**src/rtl/cfgl_pkg.sv**
```systemverilog
package cfgl_pkg;

    typedef enum logic [3:0] {
        ST_IDLE,
        ST_PROG_LOW,
        ST_INIT_WAIT,
        ST_FETCH,
        ST_SHIFT_LO,
        ST_SHIFT_HI,
        ST_TRAIL_LO,
        ST_TRAIL_HI,
        ST_PASS,
        ST_FAIL
    } ld_state_e;

endpackage

```
**src/rtl/cfgl_timer.sv**
```systemverilog
// Down-counter: loaded with N-1, zero_o rises after N cycles in a state.
module cfgl_timer #(
    parameter int W = 8
) (
    input  logic         clk,
    input  logic         rst_n,
    input  logic         load_i,
    input  logic [W-1:0] value_i,
    output logic         zero_o
);

    logic [W-1:0] cnt_q;

    always_ff @(posedge clk or negedge rst_n) begin
        if (!rst_n) begin
            cnt_q <= '0;
        end else if (load_i) begin
            cnt_q <= value_i;
        end else if (cnt_q != '0) begin
            cnt_q <= cnt_q - 1'b1;
        end
    end

    assign zero_o = (cnt_q == '0);

endmodule

```
**src/rtl/cfgl_shifter.sv**
```systemverilog
// Holds one bitstream byte and presents it MSB first.
module cfgl_shifter #(
    parameter int BYTE_W = 8
) (
    input  logic              clk,
    input  logic              rst_n,
    input  logic              load_i,
    input  logic              shift_i,
    input  logic [BYTE_W-1:0] data_i,
    input  logic              last_i,
    output logic              msb_o,
    output logic              final_bit_o,
    output logic              last_byte_o
);

    localparam int CW = (BYTE_W > 1) ? $clog2(BYTE_W) : 1;
    localparam logic [CW-1:0] LAST_IDX = CW'(BYTE_W - 1);

    logic [BYTE_W-1:0] sreg_q;
    logic [CW-1:0]     idx_q;
    logic              last_q;

    always_ff @(posedge clk or negedge rst_n) begin
        if (!rst_n) begin
            sreg_q <= '0;
            idx_q  <= '0;
            last_q <= 1'b0;
        end else if (load_i) begin
            sreg_q <= data_i;
            idx_q  <= '0;
            last_q <= last_i;
        end else if (shift_i) begin
            sreg_q <= sreg_q << 1;
            idx_q  <= idx_q + 1'b1;
        end
    end

    assign msb_o       = sreg_q[BYTE_W-1];
    assign final_bit_o = (idx_q == LAST_IDX);
    assign last_byte_o = last_q;

endmodule

```
**src/rtl/cfg_serial_loader.sv**
```systemverilog
module cfg_serial_loader
    import cfgl_pkg::*;
#(
    parameter int BYTE_W              = 8,
    parameter int PROG_LOW_CYCLES     = 16,
    parameter int HALF_PERIOD_CYCLES  = 2,
    parameter int INIT_TIMEOUT_CYCLES = 1000,
    parameter int DONE_TIMEOUT_CYCLES = 1000
) (
    input  logic              clk,
    input  logic              rst_n,
    input  logic              start_i,
    input  logic [BYTE_W-1:0] byte_data_i,
    input  logic              byte_valid_i,
    input  logic              byte_last_i,
    output logic              byte_ready_o,
    output logic              dev_prog_n_o,
    output logic              dev_din_o,
    output logic              dev_cclk_o,
    input  logic              dev_init_n_i,
    input  logic              dev_done_i,
    output logic              busy_o,
    output logic              success_o,
    output logic              error_o
);

    localparam int PH_MAX = (PROG_LOW_CYCLES > HALF_PERIOD_CYCLES) ? PROG_LOW_CYCLES : HALF_PERIOD_CYCLES;
    localparam int WD_MAX = (INIT_TIMEOUT_CYCLES > DONE_TIMEOUT_CYCLES) ? INIT_TIMEOUT_CYCLES : DONE_TIMEOUT_CYCLES;
    localparam int PH_W   = $clog2(PH_MAX + 1);
    localparam int WD_W   = $clog2(WD_MAX + 1);

    localparam logic [PH_W-1:0] PH_PROG = PH_W'(PROG_LOW_CYCLES - 1);
    localparam logic [PH_W-1:0] PH_HALF = PH_W'(HALF_PERIOD_CYCLES - 1);
    localparam logic [WD_W-1:0] WD_INIT = WD_W'(INIT_TIMEOUT_CYCLES - 1);
    localparam logic [WD_W-1:0] WD_DONE = WD_W'(DONE_TIMEOUT_CYCLES - 1);

    ld_state_e       state_q, state_d;
    logic            ph_load, ph_zero;
    logic [PH_W-1:0] ph_val;
    logic            wd_load, wd_zero;
    logic [WD_W-1:0] wd_val;
    logic            sh_load, sh_shift, sh_msb, sh_final, sh_last;

    cfgl_timer #(.W(PH_W)) u_phase (
        .clk     (clk),
        .rst_n   (rst_n),
        .load_i  (ph_load),
        .value_i (ph_val),
        .zero_o  (ph_zero)
    );

    cfgl_timer #(.W(WD_W)) u_watchdog (
        .clk     (clk),
        .rst_n   (rst_n),
        .load_i  (wd_load),
        .value_i (wd_val),
        .zero_o  (wd_zero)
    );

    cfgl_shifter #(.BYTE_W(BYTE_W)) u_shift (
        .clk         (clk),
        .rst_n       (rst_n),
        .load_i      (sh_load),
        .shift_i     (sh_shift),
        .data_i      (byte_data_i),
        .last_i      (byte_last_i),
        .msb_o       (sh_msb),
        .final_bit_o (sh_final),
        .last_byte_o (sh_last)
    );

    // State register
    always_ff @(posedge clk or negedge rst_n) begin
        if (!rst_n) begin
            state_q <= ST_IDLE;
        end else begin
            state_q <= state_d;
        end
    end

    // Next state and timer/shifter control
    always_comb begin
        state_d  = state_q;
        ph_load  = 1'b0;
        ph_val   = PH_HALF;
        wd_load  = 1'b0;
        wd_val   = WD_DONE;
        sh_load  = 1'b0;
        sh_shift = 1'b0;
        unique case (state_q)
            ST_IDLE, ST_PASS, ST_FAIL: begin
                if (start_i) begin
                    state_d = ST_PROG_LOW;
                    ph_load = 1'b1;
                    ph_val  = PH_PROG;
                end
            end
            ST_PROG_LOW: begin
                if (ph_zero) begin
                    state_d = ST_INIT_WAIT;
                    wd_load = 1'b1;
                    wd_val  = WD_INIT;
                end
            end
            ST_INIT_WAIT: begin
                if (dev_init_n_i) begin
                    state_d = ST_FETCH;
                end else if (wd_zero) begin
                    state_d = ST_FAIL;
                end
            end
            ST_FETCH: begin
                if (byte_valid_i) begin
                    state_d = ST_SHIFT_LO;
                    sh_load = 1'b1;
                    ph_load = 1'b1;
                end
            end
            ST_SHIFT_LO: begin
                if (!dev_init_n_i) begin
                    state_d = ST_FAIL;
                end else if (ph_zero) begin
                    state_d = ST_SHIFT_HI;
                    ph_load = 1'b1;
                end
            end
            ST_SHIFT_HI: begin
                if (!dev_init_n_i) begin
                    state_d = ST_FAIL;
                end else if (ph_zero) begin
                    if (!sh_final) begin
                        state_d  = ST_SHIFT_LO;
                        sh_shift = 1'b1;
                        ph_load  = 1'b1;
                    end else if (sh_last) begin
                        state_d = ST_TRAIL_LO;
                        ph_load = 1'b1;
                        wd_load = 1'b1;
                    end else begin
                        state_d = ST_FETCH;
                    end
                end
            end
            ST_TRAIL_LO: begin
                if (dev_done_i) begin
                    state_d = ST_PASS;
                end else if (wd_zero) begin
                    state_d = ST_FAIL;
                end else if (ph_zero) begin
                    state_d = ST_TRAIL_HI;
                    ph_load = 1'b1;
                end
            end
            ST_TRAIL_HI: begin
                if (dev_done_i) begin
                    state_d = ST_PASS;
                end else if (wd_zero) begin
                    state_d = ST_FAIL;
                end else if (ph_zero) begin
                    state_d = ST_TRAIL_LO;
                    ph_load = 1'b1;
                end
            end
            default: state_d = ST_IDLE;
        endcase
    end

    // Outputs (Moore, decoded from the state register)
    always_comb begin
        dev_prog_n_o = 1'b1;
        dev_cclk_o   = 1'b0;
        dev_din_o    = 1'b1;
        byte_ready_o = 1'b0;
        busy_o       = 1'b1;
        success_o    = 1'b0;
        error_o      = 1'b0;
        unique case (state_q)
            ST_IDLE:      busy_o = 1'b0;
            ST_PROG_LOW:  dev_prog_n_o = 1'b0;
            ST_INIT_WAIT: ;
            ST_FETCH: begin
                byte_ready_o = 1'b1;
                dev_din_o    = sh_msb;
            end
            ST_SHIFT_LO:  dev_din_o = sh_msb;
            ST_SHIFT_HI: begin
                dev_din_o  = sh_msb;
                dev_cclk_o = 1'b1;
            end
            ST_TRAIL_LO:  ;
            ST_TRAIL_HI:  dev_cclk_o = 1'b1;
            ST_PASS: begin
                busy_o    = 1'b0;
                success_o = 1'b1;
            end
            ST_FAIL: begin
                busy_o  = 1'b0;
                error_o = 1'b1;
            end
            default: busy_o = 1'b0;
        endcase
    end

endmodule

```
**config.mk**
```make
export PLATFORM = sky130hd
export DESIGN_NAME = cfg_serial_loader
export DESIGN_NICKNAME = d
export VERILOG_FILES = /design/src/rtl/cfgl_pkg.sv /design/src/rtl/cfgl_timer.sv /design/src/rtl/cfgl_shifter.sv /design/src/rtl/cfg_serial_loader.sv
export SDC_FILE = /design/constraint.sdc
export NUM_CORES = 1
export LEC_CHECK = 0
export BUFFER_PORTS_ARGS = -buffer_cell sky130_fd_sc_hd__buf_2
export CAP_MARGIN = 15
export CORE_ASPECT_RATIO = 1.2
export CORE_MARGIN = 4
export CORE_UTILIZATION = 60
export DETAILED_ROUTE_END_ITERATION = 12
export PLACE_DENSITY_LB_ADDON = 0.12
export SLEW_MARGIN = 20
export SYNTH_ARGS = -nofsm -noshare
export SYNTH_HDL_FRONTEND = slang
export SYNTH_SLANG_ARGS = --single-unit
```
**constraint.sdc**
```tcl
create_clock -name clk -period 6 [get_ports clk]
set_input_delay 0.3 -clock clk [delete_from_list [all_inputs] [get_ports clk]]
set_output_delay 0.3 -clock clk [all_outputs]
set_load 0.01 [all_outputs]
```
# [Yosys cells after proc, flatten, opt, wreduce, memory -nomap -nowiden]
# Index checks and enable logic that the tools add are counted.
[word_totals] register_bits=31 output_inout_bits=7
[classes] add_sub_neg=3 eq_ne=18 muxes=55 n_reduce_logical=14
[op_table] op="4-bit 2-to-1 mux" n=17
[op_table] op="4-bit case mux with 8 select lines" n=1
[op_table] op="1-bit 2-to-1 mux" n=25
[op_table] op="10-bit 2-to-1 mux" n=2
[op_table] op="4-bit by 3-bit == test with 1-bit output, second input constant" n=4
[op_table] op="8-bit 2-to-1 mux" n=2
[op_table] op="3-bit 2-to-1 mux" n=4
[op_table] op="10-bit logical NOT" n=1
[op_table] op="5-bit 2-to-1 mux" n=2
[op_table] op="10-bit nonzero test" n=1
[op_table] op="10-bit by 1-bit subtractor with 10-bit output, second input constant" n=1
[op_table] op="4-bit by 2-bit == test with 1-bit output, second input constant" n=2
[op_table] op="4-bit == test, second input constant" n=2
[op_table] op="4-bit by 3-bit != test with 1-bit output, second input constant" n=2
[op_table] op="8-bit AND reduction" n=1
[op_table] op="7-bit OR reduction" n=1
[op_table] op="2-bit != test, second input constant" n=3
[op_table] op="3-bit != test, second input constant" n=2
[op_table] op="2-bit nonzero test" n=3
[op_table] op="3-bit OR reduction" n=2
[op_table] op="5-bit logical NOT" n=1
[op_table] op="1-bit case mux with 5 select lines" n=1
[op_table] op="5-bit nonzero test" n=1
[op_table] op="5-bit by 1-bit subtractor with 5-bit output, second input constant" n=1
[op_table] op="7 further kinds" n=8

# [Depth between registers and ports, before layout]
[depth] depth_word=7 ltp_mapped=8 mapped_depth_nobuf=7

# [Cells and area by module]
# A second synthesis with hierarchy kept.
[unflattened] hier_cells=214 area_unflattened_um2=1943.1
[by_module_without_submodules] mod="cfgl_timer (u_watchdog)" instances=1 cells_per_inst=68 area_per_inst_um2=620.6
[by_module_without_submodules] mod="cfgl_shifter" instances=1 cells_per_inst=48 area_per_inst_um2=553.0
[by_module_without_submodules] mod="cfg_serial_loader" instances=1 cells_per_inst=71 area_per_inst_um2=490.5
[by_module_without_submodules] mod="cfgl_timer (u_phase)" instances=1 cells_per_inst=27 area_per_inst_um2=279.0

# [Least setup slack after synthesis]
# Ideal clock, no wire load.
[synth_path] path_kind="register -> register" startpoint="reg u_watchdog.cnt_q[0]" endpoint="reg state_q[1]" setup_ps=125 arrival_time_ps=2149 t_required_ps=5875 slack_ps=3726 path_stages_with_launch=8 n_path_buf=0 period_less_slack_ps=2274 cell_sequence="dfrtp_1 inv_1 ha_1 or4b_4 nor3_4 o21ai_2 a211oi_4 mux2_2"
[synth_between] elab_chain_cells=4
[synth_rtl] item="start: declaration" line="cfgl_timer.sv:12" source="logic [W-1:0] cnt_q;"
[synth_rtl] item="start signal: assignment" line="cfgl_timer.sv:18" source="cnt_q <= value_i;"
[synth_rtl] item="start signal: assignment" line="cfgl_timer.sv:20" source="cnt_q <= cnt_q - 1'b1;"
[synth_rtl] item="10-bit logical NOT (*)" line="cfgl_timer.sv:24" source="assign zero_o = (cnt_q == '0);"
[synth_rtl] item="4-bit 2-to-1 mux, on equally long branches" line="cfg_serial_loader.sv:157, cfg_serial_loader.sv:147"
[synth_rtl] item="4-bit 2-to-1 mux, on equally long branches" line="cfg_serial_loader.sv:155, cfg_serial_loader.sv:145"
[synth_rtl] item="4-bit case mux with 8 select lines" line="cfg_serial_loader.sv:90" source="unique case (state_q)"
[synth_rtl] item="end signal: assignment" line="cfg_serial_loader.sv:77" source="state_q <= state_d;"
[synth_rtl] item="end: declaration" line="cfg_serial_loader.sv:37" source="ld_state_e state_q, state_d;"
# Every way passes the cells marked *; elsewhere a longest branch is shown, timed or not.
# A chain may end at the register's enable or synchronous reset.

# [Final worst setup path]
# Same ends and word-level chain as after synthesis.

==> metrics.md <==
| Metric | Value |
|---|---|
| Row count | `21` |
| Failing checks | `hold timing` |
| Ys async rst share | `100%` |
| Post-CTS setup buffers | `0` |
| Most common cell after layout, fill and taps aside | `nand2_1` |
| Layout cell share with drive strength beyond 1 | `19.6%` |
| Final wirelength | `3.70 mm` |
| Worst EP required | `6.23 ns` |
| Gr ovfl total | `0` |
| Element type at the critical path end | `flip-flop` |
| Hold_buf cts | `0` |
| CP Buf/Inv Count | `1` |
| H-tree levels | `2` |
| Core area | `2810 µm²` |
| Max IR drop VDD | `a little over 0.0003 V` |
| Finished Cell Area | `slightly below 2000 µm²` |
| Clock-pin slew of the registers on the worst-case setup and hold paths | `0.10 ns` |
| Worst clock skew | `approximately 0.011 ns` |
| Pre-Repair DR Iteration Count | `6` |
| Crit share post-route | `46.0%` |
| DR iter-0 viols | `44` |
| First-pass GRT wire length | `between 6 and 7 mm` |
| Fmax | `0.362 GHz` |
| Logic pwr share | `between 30% and 40%` |
| Filler cell count | `220` |
| Diodes inserted | `0` |
| Status | `finished, violations left` |
| Post-synth EDFFs | `0` |
| Max-slew violation count | `0` |
| PnR Total Power | `just over 0.9 mW` |
| Worst-path maximum fanout | `17` |
| Via count | `1488` |
| CTS tree | `done` |
| Synth cell types | `47` |
| Chip width | `57.7 µm` |
| # DRC | `0` |
| Die area | `~3900 µm²` |
| Num Clock Sinks | `31` |
| I/O pins | `22` |
| Endpoints failing setup | `0` |
| TNS Setup | `0 ns` |
| Unrepaired setup endpoints after global routing | `false` |
| Crit path max-delay cell type | `nor3_4` |
| Placed cell areas | `1890 µm²` |
| GRT Total Usage | `21.7%` |
| CTS-repair resized insts | `0` |
| Headroom to the max-slew limit | `31.6%` |
| Internal | `roughly 0.56 mW` |
| Final min period | `2.76 ns` |
| Synth Net Count | `about 210` |
| Clock Latency Late Sink | `0.34 ns` |
| CP Cell Sequence | `inv_1 > ha_1 > or4b_4 > nor3_4 > o21ai_2 > a211oi_4 > mux2_2` |
| Pwr Density | `459 nW/µm²` |
| Detail Route Antenna Nets | `0` |
| Worst slew pin tran | `1.01 ns` |
| Vias in the first global route | `1464` |
| Layout area overhead | `11.5%` |
| Initial Util | `a little over three fifths` |
| Critical path class | `flip-flop to flip-flop` |
| IO Port Bufs | `21` |
| Most frequent cells in the layout | `35 x nand2_1, 31 x dfrtp_1, 21 x buf_2, 10 x nor2_1, 8 x inv_1` |
| Static Leak | `0.900 nW` |
| Max-Cap Viols | `0` |
| Seq pwr share | `between 40% and 50%` |
| Crit path arrival time | `2.99 ns` |
| Vias/cell | `6.12` |
| Post-synthesis cell count | `188` |
| Synth Cell Area | `around 1800 µm²` |
| Hpwl dp | `2.66 mm` |
| Switching share of power | `38.9%` |
| Die H | `67.7 µm` |
| Clock network power share | `19.2%` |
| Delay-heaviest family, CP | `simple AND/OR/NAND/NOR gates` |
| Largest net degree at the start of global routing | `32` |
| Hold Path Class | `input pin to asynchronous set/reset pin` |
| Post-Syn Area per Cell | `9.47 µm²` |
| Sequential share of the synthesized area | `43.6%` |
| Initial antenna violation count | `0` |
| Endpoints failing hold | `19` |
| CTS max path bufs | `2` |
| Critical Path Source Type | `flip-flop` |
| Slowest stage delay, CP | `slightly below 0.6 ns` |
| Final GP Congestion | `roughly 0.84` |
| Fin nets | `between 200 and 250` |
| Main flop type after synthesis | `dfrtp_1` |
| Yosys warning count | `0` |
| Num CTS Buffers | `5` |
| Clock root buffer | `clkbuf_4` |
| Seq cells post-synth | `31` |
| Hold WS | `-0.00646 ns` |
| Net switching power | `0.354 mW` |
| Worst R2R Start | `u_watchdog.cnt_q[0]` |
| Drt wl/cell | `15.2 µm` |
| CP startpoint | `u_watchdog.cnt_q[0]` |
logic make-up (layout without fill, tap and decap cells):
kind of cell	after synthesis	count (layout)	share of synthesized area, %
compound gates	41	41	16.9
xor+xnor	6	6	2.95
mux	6	6	3.58
fa+ha+maj	6	6	4.22
flops	31	31	43.6
simple gates	82	82	24.9
buf+inv	16	37	3.79
stage by stage:
stage | util (%) | setup slack (ns) | hold slack, ns | cells
after CTS | 70.3 | 2.92 | 0.00327 | 243
after global placement | 67.2 | 3.06 | 0.369 | 235
final | 70.6 | 3.24 | -0.00646 | 243
after global routing | 70.6 | 3.06 | 0.0279 | 243
after detailed placement | 67.2 | 2.93 | 0.387 | 235
after floorplan | - | 3.73 | 0.00441 | 188
area by class of cell:
cell class                 count  area [µm²]  share of cell area, %
clock buffer                   6        51.3                   2.58
clock inverter                 2        35.0                   1.76
inverter                       8        30.0                   1.51
multi-input combinational    141         946                   47.6
sequential                    31         776                   39.1
tap                           34        42.5                   2.14
timing repair buffer          21         105                   5.29
sequential cells by signal, indices dropped and copies added, names as in the netlist:
signal,flops
u_shift.idx_q,3
u_shift.last_byte_o,1
u_shift.sreg_q,8
state_q,4
u_phase.cnt_q,5
u_watchdog.cnt_q,10
layer usage:
metal  up-vias  track usage (%)  part of all wire [%]
li1        718                -                     -
met1       712             25.3                    41
met2        48             35.6                    51
met3        10             5.93                   5.2
met4         0             13.0                   2.5
met5         -                0                     0
power groups by stage:
stage / sequential, mW / clock, mW / combinational (mW)
floorplan: 0.336 / 0 / 0.304
global placement: 0.373 / 0 / 0.338
detailed placement: 0.379 / 0 / 0.357
CTS: 0.375 / 0.180 / 0.360
global route: 0.392 / 0.188 / 0.404
finish: 0.378 / 0.175 / 0.359
final timing paths:
check                                            to  slack (ns)  depth (start not counted)
worst max-delay path                     state_q[1]        3.24                          7
min in group clk                u_shift.last_byte_o        0.15                          3
worst min-delay path                     state_q[2]      -0.006                          1
worst min register to register    u_shift.sreg_q[2]        0.50                          2
max in group asynchronous       u_watchdog.cnt_q[3]        5.55                          1
worst max register to register           state_q[1]        3.24                          7
cells in the mapped netlist (3+ instances only):
cell type	n	area share (%)
buf_2	3	0.84
a21oi_1	5	1.4
o31ai_1	5	2.1
dfrtp_1	31	44
clkbuf_1	4	0.84
mux2i_1	3	1.7
nor3_1	5	1.4
inv_1	8	1.7
nand3_1	7	2.0
ha_1	6	4.2
nand2b_1	3	1.1
xnor2_1	6	3.0
o21ai_0	6	1.7
or3_1	5	1.8
nand2_1	35	7.4
nor2_1	10	2.1
a22oi_1	7	3.0
Power figures use the tool's default switching activity.
